File: config.mk
export PLATFORM = sky130hd
export DESIGN_NAME = pll_coef_search
export DESIGN_NICKNAME = d
export VERILOG_FILES = /design/src/rtl/pll_search_pkg.sv /design/src/rtl/pll_div_seq.sv /design/src/rtl/pll_cand_eval.sv /design/src/rtl/pll_coef_search.sv
export SDC_FILE = /design/constraint.sdc
export NUM_CORES = 2
export LEC_CHECK = 0
export ABC_AREA = 1
export BUFFER_PORTS_ARGS = -buffer_cell sky130_fd_sc_hd__buf_4
export CORE_MARGIN = 1.5
export CORE_UTILIZATION = 45
export DETAILED_ROUTE_END_ITERATION = 16
export PLACE_DENSITY_LB_ADDON = 0.05
export SLEW_MARGIN = 10
export SYNTH_ARGS = -nofsm -noshare
export SYNTH_HDL_FRONTEND = slang
export SYNTH_HIERARCHICAL = 1
export SYNTH_SLANG_ARGS = --single-unit
File: constraint.sdc
create_clock -name clk -period 12.9 [get_ports clk]
set_clock_uncertainty 0.2 [all_clocks]
set_input_delay 1.935 -clock clk [delete_from_list [all_inputs] [get_ports clk]]
set_output_delay 1.935 -clock clk [all_outputs]
set_load 0.02 [all_outputs]
File: src/rtl/pll_search_pkg.sv
package pll_search_pkg;

    typedef enum logic [3:0] {
        ST_IDLE,
        ST_R33_GO,
        ST_R33_WAIT,
        ST_EST_GO,
        ST_EST_WAIT,
        ST_REFR_GO,
        ST_REFR_WAIT,
        ST_PH_GO,
        ST_PH_WAIT,
        ST_STEP,
        ST_VS_GO,
        ST_VS_WAIT
    } srch_st_e;

    // Visit order of the output shift: index 0,1,2 -> shift 1,2,0
    function automatic logic [1:0] od_of(input logic [1:0] idx);
        case (idx)
            2'd0:    od_of = 2'd1;
            2'd1:    od_of = 2'd2;
            default: od_of = 2'd0;
        endcase
    endfunction

    function automatic logic [1:0] post_code_of(input logic [1:0] od);
        post_code_of = (od >= 2'd2) ? 2'd3 : od;
    endfunction

endpackage

File: src/rtl/pll_div_seq.sv
module pll_div_seq #(
    parameter int W = 32
) (
    input  logic         clk,
    input  logic         rst_n,
    input  logic         go,
    input  logic [W-1:0] num,
    input  logic [W-1:0] den,
    output logic         done,
    output logic [W-1:0] quo
);
    localparam int CW = $clog2(W + 1);

    typedef struct packed {
        logic          run;
        logic          done;
        logic [CW-1:0] cnt;
        logic [W-1:0]  rem;
        logic [W-1:0]  quo;
        logic [W-1:0]  den;
    } div_t;

    div_t q, d;
    logic [W:0] trial;

    always_comb begin
        d      = q;
        d.done = 1'b0;
        trial  = {q.rem, q.quo[W-1]};
        if (go) begin
            d.run = 1'b1;
            d.cnt = CW'(W);
            d.rem = '0;
            d.quo = num;
            d.den = den;
        end else if (q.run) begin
            if (trial >= {1'b0, q.den}) begin
                d.rem = W'(trial - {1'b0, q.den});
                d.quo = {q.quo[W-2:0], 1'b1};
            end else begin
                d.rem = trial[W-1:0];
                d.quo = {q.quo[W-2:0], 1'b0};
            end
            d.cnt = q.cnt - 1'b1;
            if (q.cnt == CW'(1)) begin
                d.run  = 1'b0;
                d.done = 1'b1;
            end
        end
    end

    always_ff @(posedge clk or negedge rst_n) begin
        if (!rst_n) q <= '0;
        else        q <= d;
    end

    assign done = q.done;
    assign quo  = q.quo;

    // The remainder left at completion must be below a non-zero divisor
    AST_DIV_REM: assert property (@(posedge clk) disable iff (!rst_n)
        q.done && (q.den != '0) |-> q.rem < q.den);

endmodule

File: src/rtl/pll_cand_eval.sv
module pll_cand_eval #(
    parameter int           W       = 32,
    parameter int           FW      = 10,
    parameter int           F_MIN   = 2,
    parameter int           F_MAX   = 513,
    parameter logic [W-1:0] VCO_MIN = 32'd100_000_000,
    parameter logic [W-1:0] VCO_MAX = 32'd500_000_000
) (
    input  logic [W-1:0]    refr,
    input  logic [W-1:0]    f,
    input  logic [1:0]      od,
    input  logic [W:0]      minc,
    input  logic [W:0]      maxc,
    output logic [W+FW-1:0] vco,
    output logic [W+FW-1:0] out_hz,
    output logic            f_ok,
    output logic            over,
    output logic            hit
);
    localparam int VW = W + FW;

    always_comb begin
        f_ok   = (f >= W'(F_MIN)) && (f <= W'(F_MAX));
        vco    = VW'(refr) * VW'(f[FW-1:0]);
        out_hz = vco >> od;
        // Both VCO and output rise with F: past either limit no later F fits
        over   = (vco > VW'(VCO_MAX)) || (out_hz > VW'(maxc));
        hit    = f_ok && !over && (vco >= VW'(VCO_MIN)) && (out_hz >= VW'(minc));
    end

endmodule

File: src/rtl/pll_coef_search.sv
module pll_coef_search
    import pll_search_pkg::*;
#(
    parameter int           W           = 32,
    parameter int           R_MIN       = 2,
    parameter int           R_MAX       = 33,
    parameter int           F_MIN       = 2,
    parameter int           F_MAX       = 513,
    parameter int           PRE_SHIFT   = 8,
    parameter int           SCORE_SHIFT = 10,
    parameter logic [W-1:0] VCO_MIN     = 32'd100_000_000,
    parameter logic [W-1:0] VCO_MAX     = 32'd500_000_000
) (
    input  logic          clk,
    input  logic          rst_n,
    input  logic          start,
    input  logic [W-1:0]  ref_hz,
    input  logic [W-1:0]  req_hz,
    output logic          busy,
    output logic          done,
    output logic          found,
    output logic [5:0]    r_sel,
    output logic [9:0]    f_sel,
    output logic [1:0]    post_code,
    output logic [W-1:0]  achieved_hz,
    output logic [15:0]   mode_word
);
    localparam int RW      = $clog2(R_MAX + 1);
    localparam int FW      = $clog2(F_MAX + 1);
    localparam int VW      = W + FW;
    localparam int MODE_W  = (RW - 1) + (FW - 1) + 2;
    localparam logic [W-1:0] VSC_DEN = (VCO_MAX - VCO_MIN) >> SCORE_SHIFT;

    typedef struct packed {
        srch_st_e          st;
        logic [W-1:0]      ref_v;
        logic [W-1:0]      req_v;
        logic [W:0]        minc;
        logic [W:0]        maxc;
        logic [W-1:0]      r33;
        logic [W-1:0]      pden;
        logic [W-1:0]      refr;
        logic [W-1:0]      phase;
        logic [W-1:0]      fcur;
        logic [RW-1:0]     r;
        logic [1:0]        oi;
        logic              have;
        logic [W-1:0]      best_score;
        logic [W-1:0]      best_clk;
        logic [RW-1:0]     best_r;
        logic [FW-1:0]     best_f;
        logic [1:0]        best_od;
        logic              done;
        logic              found;
        logic [RW-1:0]     r_o;
        logic [FW-1:0]     f_o;
        logic [1:0]        code_o;
        logic [MODE_W-1:0] mode_o;
        logic [W-1:0]      clk_o;
    } srch_t;

    srch_t q, d;

    logic          div_go, div_done;
    logic [W-1:0]  div_num, div_den, div_q;
    logic [VW-1:0] vco, out_hz;
    logic          f_ok, over, hit, adv_r;
    logic [1:0]    cur_od, code_n;
    logic [W-1:0]  score;
    logic [RW-1:0] r_m;
    logic [FW-1:0] f_m;

    pll_div_seq #(.W(W)) u_div (
        .clk  (clk),
        .rst_n(rst_n),
        .go   (div_go),
        .num  (div_num),
        .den  (div_den),
        .done (div_done),
        .quo  (div_q)
    );

    pll_cand_eval #(
        .W(W), .FW(FW), .F_MIN(F_MIN), .F_MAX(F_MAX),
        .VCO_MIN(VCO_MIN), .VCO_MAX(VCO_MAX)
    ) u_eval (
        .refr  (q.refr),
        .f     (q.fcur),
        .od    (cur_od),
        .minc  (q.minc),
        .maxc  (q.maxc),
        .vco   (vco),
        .out_hz(out_hz),
        .f_ok  (f_ok),
        .over  (over),
        .hit   (hit)
    );

    // Shared divider: operands chosen by the issuing state
    always_comb begin
        cur_od  = od_of(q.oi);
        div_go  = 1'b0;
        div_num = '0;
        div_den = '0;
        case (q.st)
            ST_R33_GO: begin
                div_go  = 1'b1;
                div_num = q.ref_v;
                div_den = W'(R_MAX);
            end
            ST_EST_GO: begin
                div_go  = 1'b1;
                div_num = W'(q.r) * ((q.req_v >> PRE_SHIFT) << cur_od);
                div_den = q.ref_v >> PRE_SHIFT;
            end
            ST_REFR_GO: begin
                div_go  = 1'b1;
                div_num = q.ref_v;
                div_den = W'(q.r);
            end
            ST_PH_GO: begin
                div_go  = 1'b1;
                div_num = q.refr - q.r33;
                div_den = q.pden;
            end
            ST_VS_GO: begin
                div_go  = 1'b1;
                div_num = W'(vco - VW'(VCO_MIN));
                div_den = VSC_DEN;
            end
            default: ;
        endcase
    end

    always_comb begin
        d      = q;
        d.done = 1'b0;
        adv_r  = 1'b0;
        score  = q.phase + div_q;
        code_n = post_code_of(q.best_od);
        r_m    = q.best_r - RW'(R_MIN);
        f_m    = q.best_f - FW'(F_MIN);
        case (q.st)
            ST_IDLE: if (start) begin
                d.ref_v = ref_hz;
                d.req_v = req_hz;
                d.minc  = {1'b0, req_hz} - {1'b0, req_hz >> PRE_SHIFT};
                d.maxc  = {1'b0, req_hz} + {1'b0, req_hz >> PRE_SHIFT};
                d.have  = 1'b0;
                d.st    = ST_R33_GO;
            end
            ST_R33_GO:  d.st = ST_R33_WAIT;
            ST_R33_WAIT: if (div_done) begin
                d.r33  = div_q;
                d.pden = (q.ref_v - div_q) >> SCORE_SHIFT;
                d.r    = RW'(R_MIN);
                d.oi   = 2'd0;
                d.st   = ST_EST_GO;
            end
            ST_EST_GO:  d.st = ST_EST_WAIT;
            ST_EST_WAIT: if (div_done) begin
                d.fcur = (div_q > W'(F_MIN)) ? div_q - 1'b1 : div_q;
                d.st   = ST_REFR_GO;
            end
            ST_REFR_GO: d.st = ST_REFR_WAIT;
            ST_REFR_WAIT: if (div_done) begin
                d.refr = div_q;
                d.st   = ST_PH_GO;
            end
            ST_PH_GO:   d.st = ST_PH_WAIT;
            ST_PH_WAIT: if (div_done) begin
                d.phase = div_q;
                d.st    = ST_STEP;
            end
            ST_STEP: begin
                if (!f_ok || over)  adv_r  = 1'b1;
                else if (hit)       d.st   = ST_VS_GO;
                else                d.fcur = q.fcur + 1'b1;
            end
            ST_VS_GO:   d.st = ST_VS_WAIT;
            ST_VS_WAIT: if (div_done) begin
                if (!q.have || ((score >= q.best_score) && (cur_od != 2'd0))) begin
                    d.have       = 1'b1;
                    d.best_score = score;
                    d.best_clk   = out_hz[W-1:0];
                    d.best_r     = q.r;
                    d.best_f     = q.fcur[FW-1:0];
                    d.best_od    = cur_od;
                end
                d.fcur = q.fcur + 1'b1;
                d.st   = ST_STEP;
            end
            default: d.st = ST_IDLE;
        endcase

        if (adv_r) begin
            if (q.r != RW'(R_MAX)) begin
                d.r  = q.r + 1'b1;
                d.st = ST_EST_GO;
            end else if (q.oi != 2'd2) begin
                d.oi = q.oi + 1'b1;
                d.r  = RW'(R_MIN);
                d.st = ST_EST_GO;
            end else begin
                d.st    = ST_IDLE;
                d.done  = 1'b1;
                d.found = q.have;
                if (q.have) begin
                    d.r_o    = q.best_r;
                    d.f_o    = q.best_f;
                    d.code_o = code_n;
                    d.mode_o = {r_m[RW-2:0], f_m[FW-2:0], code_n};
                    d.clk_o  = q.best_clk;
                end else begin
                    d.clk_o  = '0;
                end
            end
        end
    end

    always_ff @(posedge clk or negedge rst_n) begin
        if (!rst_n) q <= '0;
        else        q <= d;
    end

    assign busy        = (q.st != ST_IDLE);
    assign done        = q.done;
    assign found       = q.found;
    assign r_sel       = 6'(q.r_o);
    assign f_sel       = 10'(q.f_o);
    assign post_code   = q.code_o;
    assign achieved_hz = q.clk_o;
    assign mode_word   = 16'(q.mode_o);

    AST_FOUND_WINDOW: assert property (@(posedge clk) disable iff (!rst_n)
        done && found |-> ({1'b0, achieved_hz} >= q.minc) && ({1'b0, achieved_hz} <= q.maxc));
    AST_F_LEGAL: assert property (@(posedge clk) disable iff (!rst_n)
        done && found |-> (f_sel >= 10'(F_MIN)) && (f_sel <= 10'(F_MAX)));
    AST_CODE_NO_TWO: assert property (@(posedge clk) disable iff (!rst_n)
        done && found |-> post_code != 2'd2);
    AST_MISS_ZERO: assert property (@(posedge clk) disable iff (!rst_n)
        done && !found |-> achieved_hz == '0);
    AST_DONE_PULSE: assert property (@(posedge clk) disable iff (!rst_n)
        done |=> !done);
    AST_BUSY_IGNORE: assert property (@(posedge clk) disable iff (!rst_n)
        busy && start |=> $stable(q.ref_v) && $stable(q.req_v));

endmodule

==> impl_metrics.csv <==
group,metric,value,unit
outcome,status,"finished clean",
detailed_routing,drt-vias-per-instance,5.360,
clock_tree,numCtsBuffers,69,
detailed_routing,drtPass1Iterations,6,
clock_tree,clockBufferDepth,3,
clock_tree,h-tree-depth,3,
detailed_routing,routedWlPerCell,20.65,um
critical_path,max_stage_delay,580,ps
critical_path,crit_type,"reg -> reg",
sta,final.period_utilization,79.70,%
logic_synthesis,postSynthCellCount,8786,
place,port_buffers,135,
detailed_routing,drt-initial-drc-count,5206,
detailed_routing,drc,0,
power,vdd_drop_max,0.08721,mV
sta,maxSlewViolCount,0,
critical_path,cp_data_required_time,13180,ps
power,clkPwrFrac,47.8,%
job,max_cap_viol_count,0,
sta,max-slew-margin-rel,15.80,%
layout,fin_cells,10474,
sta,worst_pin_slew,1251,ps
min_path,hp-class,"reg -> reg",
sta,hold_violations,0,
clock_tree,postCtsSetupBuffers,0,
global_route,track_usage,32.89,%
place,dp_cells,10352,
critical_path,slowest_stage,"fa_1",
critical_path,cp_common_cell,"nand2_1",
layout,drive_gt1_share,5.409,%
detailed_routing,vias,56137,
clock_tree,tritoncts,"yes",
die,fp-row-count,131,
sta,period_minus_slack,10280,ps
clock_tree,hold_buffers,0,
layout,fin_util,48.81,%
global_route,grt_max_degree,127,
power,powerDensity,67.51,nW/um2
clock_tree,clock_latency,680,ps
global_route,overflow,0,
die,die_x,363.1,um
power,power_frac_seq,41.5,%
place,gp_congestion,1.016,
power,switching_share,27.70,%
detailed_routing,wl,216.3,mm
sta,fmax,0.09726,GHz
critical_path,path_max_fanout,47,
clock_tree,clock-sinks,534,
power,internal_power,0.003054,W
die,core,128200,um2
power,power_leakage,34.61,nW
detailed_routing,final_antenna_net_count,0,
critical_path,critPathLaunchType,"register",
power,power.switching,0.001170,W
sta,finalSetupViolCount,0,
clock_tree,clk_pin_slew_worst_paths,60,ps
logic_synthesis,syn_area,58360,um2
critical_path,worstSetupEndpointType,"register",
sta,rsz0062_at_grt,"no",
die,die_h,363.1,um
die,start_util,45.53,%
clock_tree,cts.repair.resized,0,
layout,final_nets,9501,
power,power.share.combinational,10.7,%
logic_synthesis,yosys_warnings,6,
global_route,grt_pass1_vias,55039,
logic_synthesis,avgSynthCellArea,6.642,um2
die,io_pins,136,
die,dieArea,131900,um2
sta,tns,0,ps
layout,syn2layout_area_growth,7.210,%
global_route,antenna_found_initial,1,
sta,holdWs,265.7,ps
global_route,grt_pass1_wl,332.0,mm
clock_tree,clockRootBuffer,"clkbuf_16",
place,hpwlAfterDp,172.8,mm
critical_path,cp.arrival,10560,ps
-- cells in the final DEF (no fill, tap or decap), types with 7 or more instances in the layout --
| cell type | instances |
|---|---|
| nor3_1 | 94 |
| nand3b_1 | 45 |
| a22oi_1 | 33 |
| clkbuf_16 | 70 |
| inv_2 | 30 |
| o221ai_1 | 18 |
| xnor2_1 | 49 |
| o21a_1 | 16 |
| nand2_2 | 40 |
| nand3_2 | 9 |
| nand3_1 | 570 |
| conb_1 | 13 |
| nand4_1 | 82 |
| o22ai_1 | 15 |
| o31ai_1 | 7 |
| a31oi_1 | 19 |
| ha_1 | 397 |
| o2111ai_1 | 14 |
| clkbuf_1 | 15 |
| o21ai_1 | 45 |
| o21ai_0 | 485 |
| nor2_2 | 24 |
| xor2_1 | 86 |
| fa_1 | 343 |
| nor2_4 | 14 |
| a21o_1 | 16 |
| inv_1 | 1538 |
| o211ai_1 | 22 |
| nand2_1 | 2662 |
| o21bai_1 | 26 |
| a21oi_1 | 400 |
| buf_4 | 202 |
| nor2_1 | 666 |
| clkbuf_8 | 11 |
| clkinv_2 | 7 |
| dfrtp_1 | 534 |
| or2_2 | 24 |
| a21boi_0 | 7 |
| nor4_1 | 23 |
-- power by group through the flow --
stage / combinational (W) / sequential, W / clock [W]
after floorplan: 0.000265 / 0.00178 / 0
after global placement: 0.000440 / 0.00178 / 0
after detailed placement: 0.000440 / 0.00178 / 0
after CTS: 0.000443 / 0.00175 / 0.00206
after global routing: 0.000499 / 0.00176 / 0.00212
final: 0.000451 / 0.00175 / 0.00202
-- state kept, by name (all words and copies together), names as in the netlist --
register / cells
achieved_hz: 32
mode_word: 13
u_div/done: 1
r_sel: 6
found: 1
q: 366
u_div/q: 71
u_div/quo: 32
post_code: 1
done: 1
f_sel: 10
-- area by class of cell --
type	instances	area [um2]
flip-flops and latches	534	13360
fillers	13544	65610
diodes	1	2.502
clock buffers	96	1959
inverters	1570	5893
clock inverters	25	361.6
multi-input cells	6315	37270
well taps	1729	2163
repair buffers	204	1551
-- routing by layer --
layer,part of all wire (%),global-route usage [%],vias up
met1,46,46.42,26901
met3,6.2,4.463,320
li1,-,-,27116
met2,44,51.63,1800
met5,0,0,-
met4,3.7,11.17,0
-- per-stage QoR --
| stage | total power, W | worst slack (ps) | instance area [um2] |
|---|---|---|---|
| floorplan | 0.002041 | 4982 | 58400 |
| global placement | 0.002220 | 2827 | 60240 |
| detailed placement | 0.002222 | 2787 | 60240 |
| CTS | 0.004254 | 2698 | 62560 |
| global route | 0.004381 | 1855 | 62560 |
| finish | 0.004224 | 2618 | 62570 |
-- worst max-delay path: cells and delay by family (launching register included) --
kind | cells | cell delay, ps
buffers and inverters | 10 | 2190
DFF | 1 | 500
adders and majority gates | 7 | 3420
and+or+nand+nor | 22 | 2490
AOI/OAI and AO/OA | 7 | 1180
-- final timing paths --
| check | startpoint | to | slack (ps) | depth (start not counted) |
|---|---|---|---|---|
| setup / recovery | q[162] | mode_word[6] | 2620 | 46 |
| hold / removal | q[117] | achieved_hz[31] | 270 | 2 |
| setup reg to reg | q[162] | mode_word[6] | 2620 | 46 |
| hold reg to reg | q[117] | achieved_hz[31] | 270 | 2 |
| max in group asynchronous | rst_n | q[413] | 9150 | 3 |
| min in group asynchronous | rst_n | q[167] | 1110 | 1 |
No activity file was read; power rests on OpenSTA's default activity.
